<file path="src/rtl/tcam_pkg.sv">
package tcam_pkg;

  typedef enum logic [1:0] {
    TERN_ANY  = 2'b00,
    TERN_ZERO = 2'b01,
    TERN_ONE  = 2'b10,
    TERN_BAD  = 2'b11
  } ternCode_e;

  typedef struct packed {
    logic loadEntry;
    logic captureResult;
  } tcamStrobe_t;

  function automatic logic ternBitHit(input logic [1:0] code, input logic keyBit);
    logic ok;
    case (ternCode_e'(code))
      TERN_ANY:  ok = 1'b1;
      TERN_ZERO: ok = ~keyBit;
      TERN_ONE:  ok = keyBit;
      default:   ok = 1'b0;
    endcase
    return ok;
  endfunction

endpackage

</file>
<file path="src/rtl/tcam_ctrl.sv">
module tcam_ctrl
  import tcam_pkg::*;
#(
  parameter int ENTRIES = 6,
  parameter int IDX_W   = 3
) (
  input  logic        clk,
  input  logic        rstN,
  input  logic        wrEn,
  input  logic [IDX_W-1:0] wrIdx,
  input  logic        srchEn,
  output tcamStrobe_t strobe,
  output logic        rspValid
);

  localparam logic [IDX_W:0] LAST_IDX = (IDX_W+1)'(ENTRIES);

  logic idxInRange;

  always_comb begin
    idxInRange           = ({1'b0, wrIdx} < LAST_IDX);
    strobe.loadEntry     = wrEn && idxInRange;
    strobe.captureResult = srchEn;
  end

  always_ff @(posedge clk) begin
    if (!rstN) rspValid <= 1'b0;
    else       rspValid <= srchEn;
  end

  assert_rsp_follows_R7: assert property (@(posedge clk) disable iff (!rstN)
    srchEn |=> rspValid);
  assert_rsp_quiet_R7: assert property (@(posedge clk) disable iff (!rstN)
    !srchEn |=> !rspValid);

endmodule

</file>
<file path="src/rtl/tcam_array.sv">
module tcam_array
  import tcam_pkg::*;
#(
  parameter int ENTRIES = 6,
  parameter int KEY_W   = 8,
  parameter int RES_W   = 4,
  parameter int IDX_W   = 3
) (
  input  logic                 clk,
  input  logic                 rstN,
  input  tcamStrobe_t          strobe,
  input  logic [IDX_W-1:0]     wrIdx,
  input  logic [2*KEY_W-1:0]   wrKey,
  input  logic [RES_W-1:0]     wrResult,
  input  logic                 wrValid,
  input  logic [KEY_W-1:0]     srchKey,
  output logic                 hitQ,
  output logic [IDX_W-1:0]     idxQ,
  output logic [RES_W-1:0]     resQ
);

  localparam int CODE_W = 2 * KEY_W;

  logic [CODE_W-1:0]  keyMem [ENTRIES];
  logic [RES_W-1:0]   resMem [ENTRIES];
  logic [ENTRIES-1:0] validMem;
  logic [ENTRIES-1:0] matchVec;
  logic [ENTRIES-1:0] grantVec;
  logic               anyHit;
  logic [IDX_W-1:0]   winIdx;
  logic [RES_W-1:0]   winResult;

  for (genvar e = 0; e < ENTRIES; e++) begin : g_slot
    logic [KEY_W-1:0] bitHit;
    logic [KEY_W-1:0] badBit;

    always_ff @(posedge clk) begin
      if (!rstN) begin
        validMem[e] <= 1'b0;
        keyMem[e]   <= '0;
        resMem[e]   <= '0;
      end else if (strobe.loadEntry && (wrIdx == IDX_W'(e))) begin
        validMem[e] <= wrValid;
        keyMem[e]   <= wrKey;
        resMem[e]   <= wrResult;
      end
    end

    for (genvar b = 0; b < KEY_W; b++) begin : g_bit
      always_comb begin
        bitHit[b] = ternBitHit(keyMem[e][2*b+1:2*b], srchKey[b]);
        badBit[b] = (keyMem[e][2*b+1:2*b] == TERN_BAD);
      end
    end

    always_comb matchVec[e] = validMem[e] && (&bitHit);

    assert_bad_code_blocks_R3: assert property (@(posedge clk) disable iff (!rstN)
      (|badBit) |-> !matchVec[e]);
    assert_invalid_blocks_R4: assert property (@(posedge clk) disable iff (!rstN)
      !validMem[e] |-> !matchVec[e]);
  end

  always_comb begin
    grantVec = '0;
    winIdx   = '0;
    anyHit   = 1'b0;
    for (int i = 0; i < ENTRIES; i++) begin
      if (matchVec[i] && !anyHit) begin
        anyHit      = 1'b1;
        grantVec[i] = 1'b1;
        winIdx      = IDX_W'(i);
      end
    end
  end

  always_comb begin
    winResult = '0;
    for (int i = 0; i < ENTRIES; i++) begin
      if (grantVec[i]) winResult = winResult | resMem[i];
    end
  end

  always_ff @(posedge clk) begin
    if (!rstN) begin
      hitQ <= 1'b0;
      idxQ <= '0;
      resQ <= '0;
    end else if (strobe.captureResult) begin
      hitQ <= anyHit;
      idxQ <= winIdx;
      resQ <= winResult;
    end
  end

  assert_single_winner_R5: assert property (@(posedge clk) disable iff (!rstN)
    $onehot0(grantVec));
  assert_winner_in_range_R5: assert property (@(posedge clk) disable iff (!rstN)
    hitQ |-> ({1'b0, idxQ} < (IDX_W+1)'(ENTRIES)));
  assert_miss_zeroes_R6: assert property (@(posedge clk) disable iff (!rstN)
    !hitQ |-> (idxQ == '0 && resQ == '0));
  assert_hold_idle_R7: assert property (@(posedge clk) disable iff (!rstN)
    !strobe.captureResult |=> ($stable(hitQ) && $stable(idxQ) && $stable(resQ)));

endmodule

</file>
<file path="src/rtl/tcam_lookup.sv">
module tcam_lookup
  import tcam_pkg::*;
#(
  parameter int ENTRIES = 6,
  parameter int KEY_W   = 8,
  parameter int RES_W   = 4,
  localparam int IDX_W  = (ENTRIES > 1) ? $clog2(ENTRIES) : 1
) (
  input  logic               clk,
  input  logic               rstN,
  input  logic               wrEn,
  input  logic [IDX_W-1:0]   wrIdx,
  input  logic [2*KEY_W-1:0] wrKey,
  input  logic [RES_W-1:0]   wrResult,
  input  logic               wrValid,
  input  logic               srchEn,
  input  logic [KEY_W-1:0]   srchKey,
  output logic               rspValid,
  output logic               hit,
  output logic [IDX_W-1:0]   hitIdx,
  output logic [RES_W-1:0]   hitResult
);

  tcamStrobe_t strobe;

  tcam_ctrl #(.ENTRIES(ENTRIES), .IDX_W(IDX_W)) u_ctrl (
    .clk(clk), .rstN(rstN), .wrEn(wrEn), .wrIdx(wrIdx),
    .srchEn(srchEn), .strobe(strobe), .rspValid(rspValid)
  );

  tcam_array #(.ENTRIES(ENTRIES), .KEY_W(KEY_W), .RES_W(RES_W), .IDX_W(IDX_W)) u_array (
    .clk(clk), .rstN(rstN), .strobe(strobe), .wrIdx(wrIdx), .wrKey(wrKey),
    .wrResult(wrResult), .wrValid(wrValid), .srchKey(srchKey),
    .hitQ(hit), .idxQ(hitIdx), .resQ(hitResult)
  );

endmodule

</file>
<file path="config.mk">
export PLATFORM = sky130hd
export DESIGN_NAME = tcam_lookup
export DESIGN_NICKNAME = d
export VERILOG_FILES = /design/src/rtl/tcam_pkg.sv /design/src/rtl/tcam_ctrl.sv /design/src/rtl/tcam_array.sv /design/src/rtl/tcam_lookup.sv
export SDC_FILE = /design/constraint.sdc
export NUM_CORES = 1
export LEC_CHECK = 0
export BUFFER_PORTS_ARGS = -buffer_cell sky130_fd_sc_hd__buf_2
export CAP_MARGIN = 40
export CORE_ASPECT_RATIO = 1.75
export CORE_MARGIN = 5
export CORE_UTILIZATION = 50
export DETAILED_ROUTE_END_ITERATION = 12
export GPL_ROUTABILITY_DRIVEN = 0
export MAX_ROUTING_LAYER = met4
export PLACE_DENSITY = 0.76
export SLEW_MARGIN = 20
export SYNTH_ARGS = -nofsm -noshare
export SYNTH_HDL_FRONTEND = slang
export SYNTH_SLANG_ARGS = --single-unit
</file>
<file path="constraint.sdc">
create_clock -name clk -period 2.3 [get_ports clk]
set_input_delay 0.23 -clock clk [delete_from_list [all_inputs] [get_ports clk]]
set_output_delay 0.23 -clock clk [all_outputs]
set_load 0.1 [all_outputs]
</file>
## After elaboration in Yosys (flattened, before gate mapping)

Memories as Yosys holds them, arrays and structs flattened.
Index checks and enable logic that the tools add are counted.

| operators by class | value |
|---|---|
| magnitude comparators | 1 |
| multiplexer cells | 101 |
| equality and inequality tests | 101 |
| bitwise operators | 25 |
| reductions and logical operators | 78 |

Operators with widths:

| cell | number |
|---|---|
| 1-bit one-hot mux with 3 select lines | 48 |
| 2-bit by 1-bit equality test with 1-bit output, second input constant | 48 |
| 2-bit equality test, second input constant | 48 |
| 2-bit zero test | 48 |
| 16-bit 2-to-1 mux | 6 |
| 4-bit 2-to-1 mux | 12 |
| 8-bit AND reduction | 6 |
| 1-bit 2-to-1 mux | 31 |
| 4-bit OR | 5 |
| 1-bit logical AND | 18 |
| 1-bit OR | 12 |
| 1-bit inverter | 8 |
| 3-bit by 2-bit equality test with 1-bit output, second input constant | 2 |
| 3-bit equality test, second input constant | 2 |
| 3-bit 2-to-1 mux | 2 |
| 1-bit zero test | 5 |
| 2-bit 2-to-1 mux | 2 |
| 3-bit by 1-bit equality test with 1-bit output, second input constant | 1 |
| 3-bit zero test | 1 |
| 3-bit < comparator, second input constant | 1 |

| storage, ports and cells | value |
|---|---|
| input port bits | 36 |
| bits in registers | 15 |
| bits in writable memories | 120 |
| output and inout port bits | 9 |
| logic and storage cells | 318 |
| memories | 2 |

Memories:

| memory | depth | bits a word | rd ports | clocked after memory_dff | write ports | RTL line | text |
|---|---|---|---|---|---|---|---|
| u_array.keyMem | 6 | 16 | 6 | 0 | 6 | tcam_array.sv:24 | `logic [CODE_W-1:0] keyMem [ENTRIES];` |
| u_array.resMem | 6 | 4 | 6 | 0 | 6 | tcam_array.sv:25 | `logic [RES_W-1:0] resMem [ENTRIES];` |

## Depth between registers and ports, before layout

An unclocked memory read counts as a cell.

| depth | value |
|---|---|
| depth in word-level cells | 22 |
| depth in mapped cells | 8 |
| gate-level depth less buffers | 6 |

## Hierarchy

From an unflattened synthesis, not the netlist that was laid out.

| second synthesis, totals | value |
|---|---|
| cells, all modules | 450 |
| area, all modules | 6009.5 um^2 |

Modules (own cells, without submodules):

| module | area each (um^2) | cells each | sequential area each (um^2) | instances |
|---|---|---|---|---|
| tcam_array | 5964.5 | 446 | 3883.7 | 1 |
| tcam_ctrl | 45.0 | 4 | 20.0 | 1 |

## Worst setup path before layout

No wires, ideal clock.

| path | value |
|---|---|
| path kind | input to register |
| start | in wrIdx[0] |
| end | mem u_array.keyMem[2][16] (netlist bit) (enable) |
| cell stages on the path | 3 |
| buffers on the path | 1 |
| data arrival time | 2079 ps |
| data required time | 1873 ps |
| slack | -206 ps |
| setup time | 427 ps |
| cells stage by stage | clkbuf_1 nand2b_1 o21ai_0 |

RTL lines:

| what | RTL line | text |
|---|---|---|
| start: declaration | tcam_lookup.sv:12 | `input logic [IDX_W-1:0] wrIdx,` |
| end: declaration | tcam_array.sv:24 |  |

==> results.cfg <==
[global_routing]
grt_max_degree = 22
first_global_vias = 4114
track_usage = 0.213
grt_pass1_wl_um = 21900
antenna_found_initial = 0
grt_overflow = 0

[route]
drtIter0Drc = 323
routed_via_density = 5.58
detail_route.wl_per_cell_um = 20.8
drc = 0
drt_wl_total_um = 13900
drtAntennaViolNets = 0
drtPass1Iterations = 5
num_vias = 3738

[critical_path]
cp_top_family = compound AO/OA/AOI/OAI gates
max_stage_delay_ns = 0.41
crit_path_end_kind = flip-flop
path_cells = mux2_1 > a211oi_1 > nand4_1 > nor4_1 > buf_4 > o2bb2ai_1 > o221a_1
start_kind = flip-flop
cp.required_ns = 2.65
crit_buf_inv = 1
crit_arrival_ns = 2.50
cp_max_fo = 4
slowest_stage = a211oi_1
crit_type = flip-flop to flip-flop

[clock_tree]
cts.sinks = 135
hold_buffers = 0
numCtsBuffers = 17
cts_setup_buffers = 0
clk_pin_slew_worst_paths_ns = 0.06
cts_buffer_depth = 2
cts_tree = done
cts-root-buf = clkbuf_16
cts_resized = 0
clock_latency_ns = 0.41
h-tree-depth = 4

[sta]
finalHoldViolCount = 0
tightest_slew_ns = 0.562
maxSlewViolCount = 0
rsz0062_at_grt = no
fin_crit_ns = 2.15
setup_slack_ns = 0.150
finalClockSkew_ns = 0.00308
setup_violations = 0
worst_hold_slack_ns = 0.143
timing.final.crit_share = 0.935
fmax_ghz = 0.465
maxSlewHeadroom = 0.623

[yosys]
synth-simple-area-share = 0.197
synth_fp_nets = 494
synth_fa_ha_area_frac = 0
synth_xor_area_frac = 0
ys_ff_latch = 135
ys_seq_area_frac = 0.649
synth_compound_area_frac = 0.0397
synth_warnings = 0
synth_top_family_by_area = simple AND/OR/NAND/NOR gates
postSynthAreaPerCell_um2 = 13.1
synth_area_um2 = 6010
ys_types = 42
synthMuxAreaShare = 0.0870
postSynthCellCount = 458

[die]
core.rowCount = 53
start_util = 0.504
num_io_pins = 45
core_area_um2 = 11900
die_w_um = 92.9
dieArea_um2 = 14400
die_h_um = 155

[placed_design]
pre_cts_slack_ns = 0.0397
dpl.hpwl_um = 9720
port_buffers = 44

[finish]
multiInputGateArea_um2 = 1990
final_cell_mix = and2_1 (121), edfxtp_1 (120), mux2i_1 (50), buf_2 (44), nand2_1 (29)
flow.area_growth_from_synthesis_pct = 18.9
drive_gt1_frac = 0.208
regArea_um2 = 3900
final_common_cell = and2_1
n_antenna_cell = 0
fin_nets = 556
fillCellCount = 935

[power]
power_density_nw_per_um2 = 840
peakVddDrop_v = 0.000498
p_leak_nw = 2.79

[job]
maxCapViolations = 0

[min_path]
holdCritPathClass = input pin to flip-flop

[status]
status = completed
worst reg2reg max path: stages (launching register included):
cell	delay, ns
edfxtp_1	0.37
mux2_1	0.32
a211oi_1	0.41
nand4_1	0.19
nor4_1	0.33
buf_4	0.19
o2bb2ai_1	0.12
o221a_1	0.18
kinds of logic after synthesis:
kind of cell           Yosys count
AOI/OAI and AO/OA               35
buffers and inverters           34
DFF                            135
muxes                           52
and+or+nand+nor                202
cells in the mapped netlist, drive strengths merged:
master | number | area [um2]
nor2b | 4 | 25.0
dfxtp | 15 | 300
o221a | 2 | 22.5
a211o | 1 | 8.76
inv | 6 | 22.5
o31ai | 2 | 15.0
or4 | 3 | 22.5
nand3b | 4 | 30.0
a31o | 3 | 26.3
nand3 | 6 | 30.0
nor4 | 7 | 43.8
a31oi | 4 | 25.0
or4b | 1 | 10.0
and4 | 2 | 20.0
o21a | 3 | 22.5
clkbuf | 19 | 71.3
a21boi | 3 | 22.5
nand4 | 5 | 31.3
o2bb2ai | 1 | 8.76
nor3b | 1 | 7.51
edfxtp | 120 | 3600
and3 | 1 | 6.26
or3b | 2 | 17.5
mux2i | 50 | 500
buf | 9 | 67.6
nand2 | 29 | 109
nor2 | 10 | 37.5
mux2 | 2 | 22.5
o211ai | 1 | 7.51
nand4b | 1 | 8.76
nor3 | 2 | 10.0
and2 | 122 | 766
a211oi | 2 | 15.0
nand2b | 2 | 12.5
o21ai | 13 | 65.1
sequential cells by signal (all words and copies together) (netlist names):
register	cells
u_array.keyMem	96
u_array.resMem	24
u_array.validMem	6
u_array.resQ	4
u_array.idxQ	3
u_array.hitQ	1
u_ctrl.rspValid	1
stage by stage:
stage	power [W]	instance area, um2	std cells	TNS, ns	util
2_1_floorplan	0.00313	6010	458	-9.36	-
3_3_place_gp	0.00330	6550	638	0	0.549
3_5_place_dp	0.00332	6550	638	0	0.549
4_1_cts	0.00603	7150	670	0	0.599
5_1_grt	0.00619	7150	670	0	0.599
6_report	0.00600	7150	670	0	0.599
path summary, 6_finish.rpt:
path	startpoint	endpoint	slack [ns]	depth (start not counted)
worst max-delay path	u_array.keyMem[1][28]$_SDFFCE_PN0P_	u_array.resQ[0]$_SDFFE_PN0P_	0.15	7
worst min-delay path	wrValid	u_array.validMem[5]$_SDFFE_PN0P_	0.14	3
worst max register to register	u_array.keyMem[1][28]$_SDFFCE_PN0P_	u_array.resQ[0]$_SDFFE_PN0P_	0.15	7
worst min register to register	u_array.idxQ[1]$_SDFFE_PN0P_	u_array.idxQ[1]$_SDFFE_PN0P_	0.47	2
layout make-up:
cell class	instances	share of cell area
clock buffer	23	0.0668
timing repair buffer	71	0.0644
tap	137	0.0240
multi-input combinational	289	0.279
clock inverter	9	0.0171
inverter	6	0.00315
sequential	135	0.546
report_power, final:
group	switching [W]	internal, W
clock	0.000952	0.00178
sequential	0.0000452	0.00282
combinational	0.000274	0.000132
total	0.00127	0.00473
layer usage:
layer | routed length [um] | GRT usage
met5 | 0 | -
met2 | 7850 | 0.391
met3 | 542 | 0.0377
met1 | 4920 | 0.209
met4 | 607 | 0.115
No activity file was read; power rests on OpenSTA's default activity.
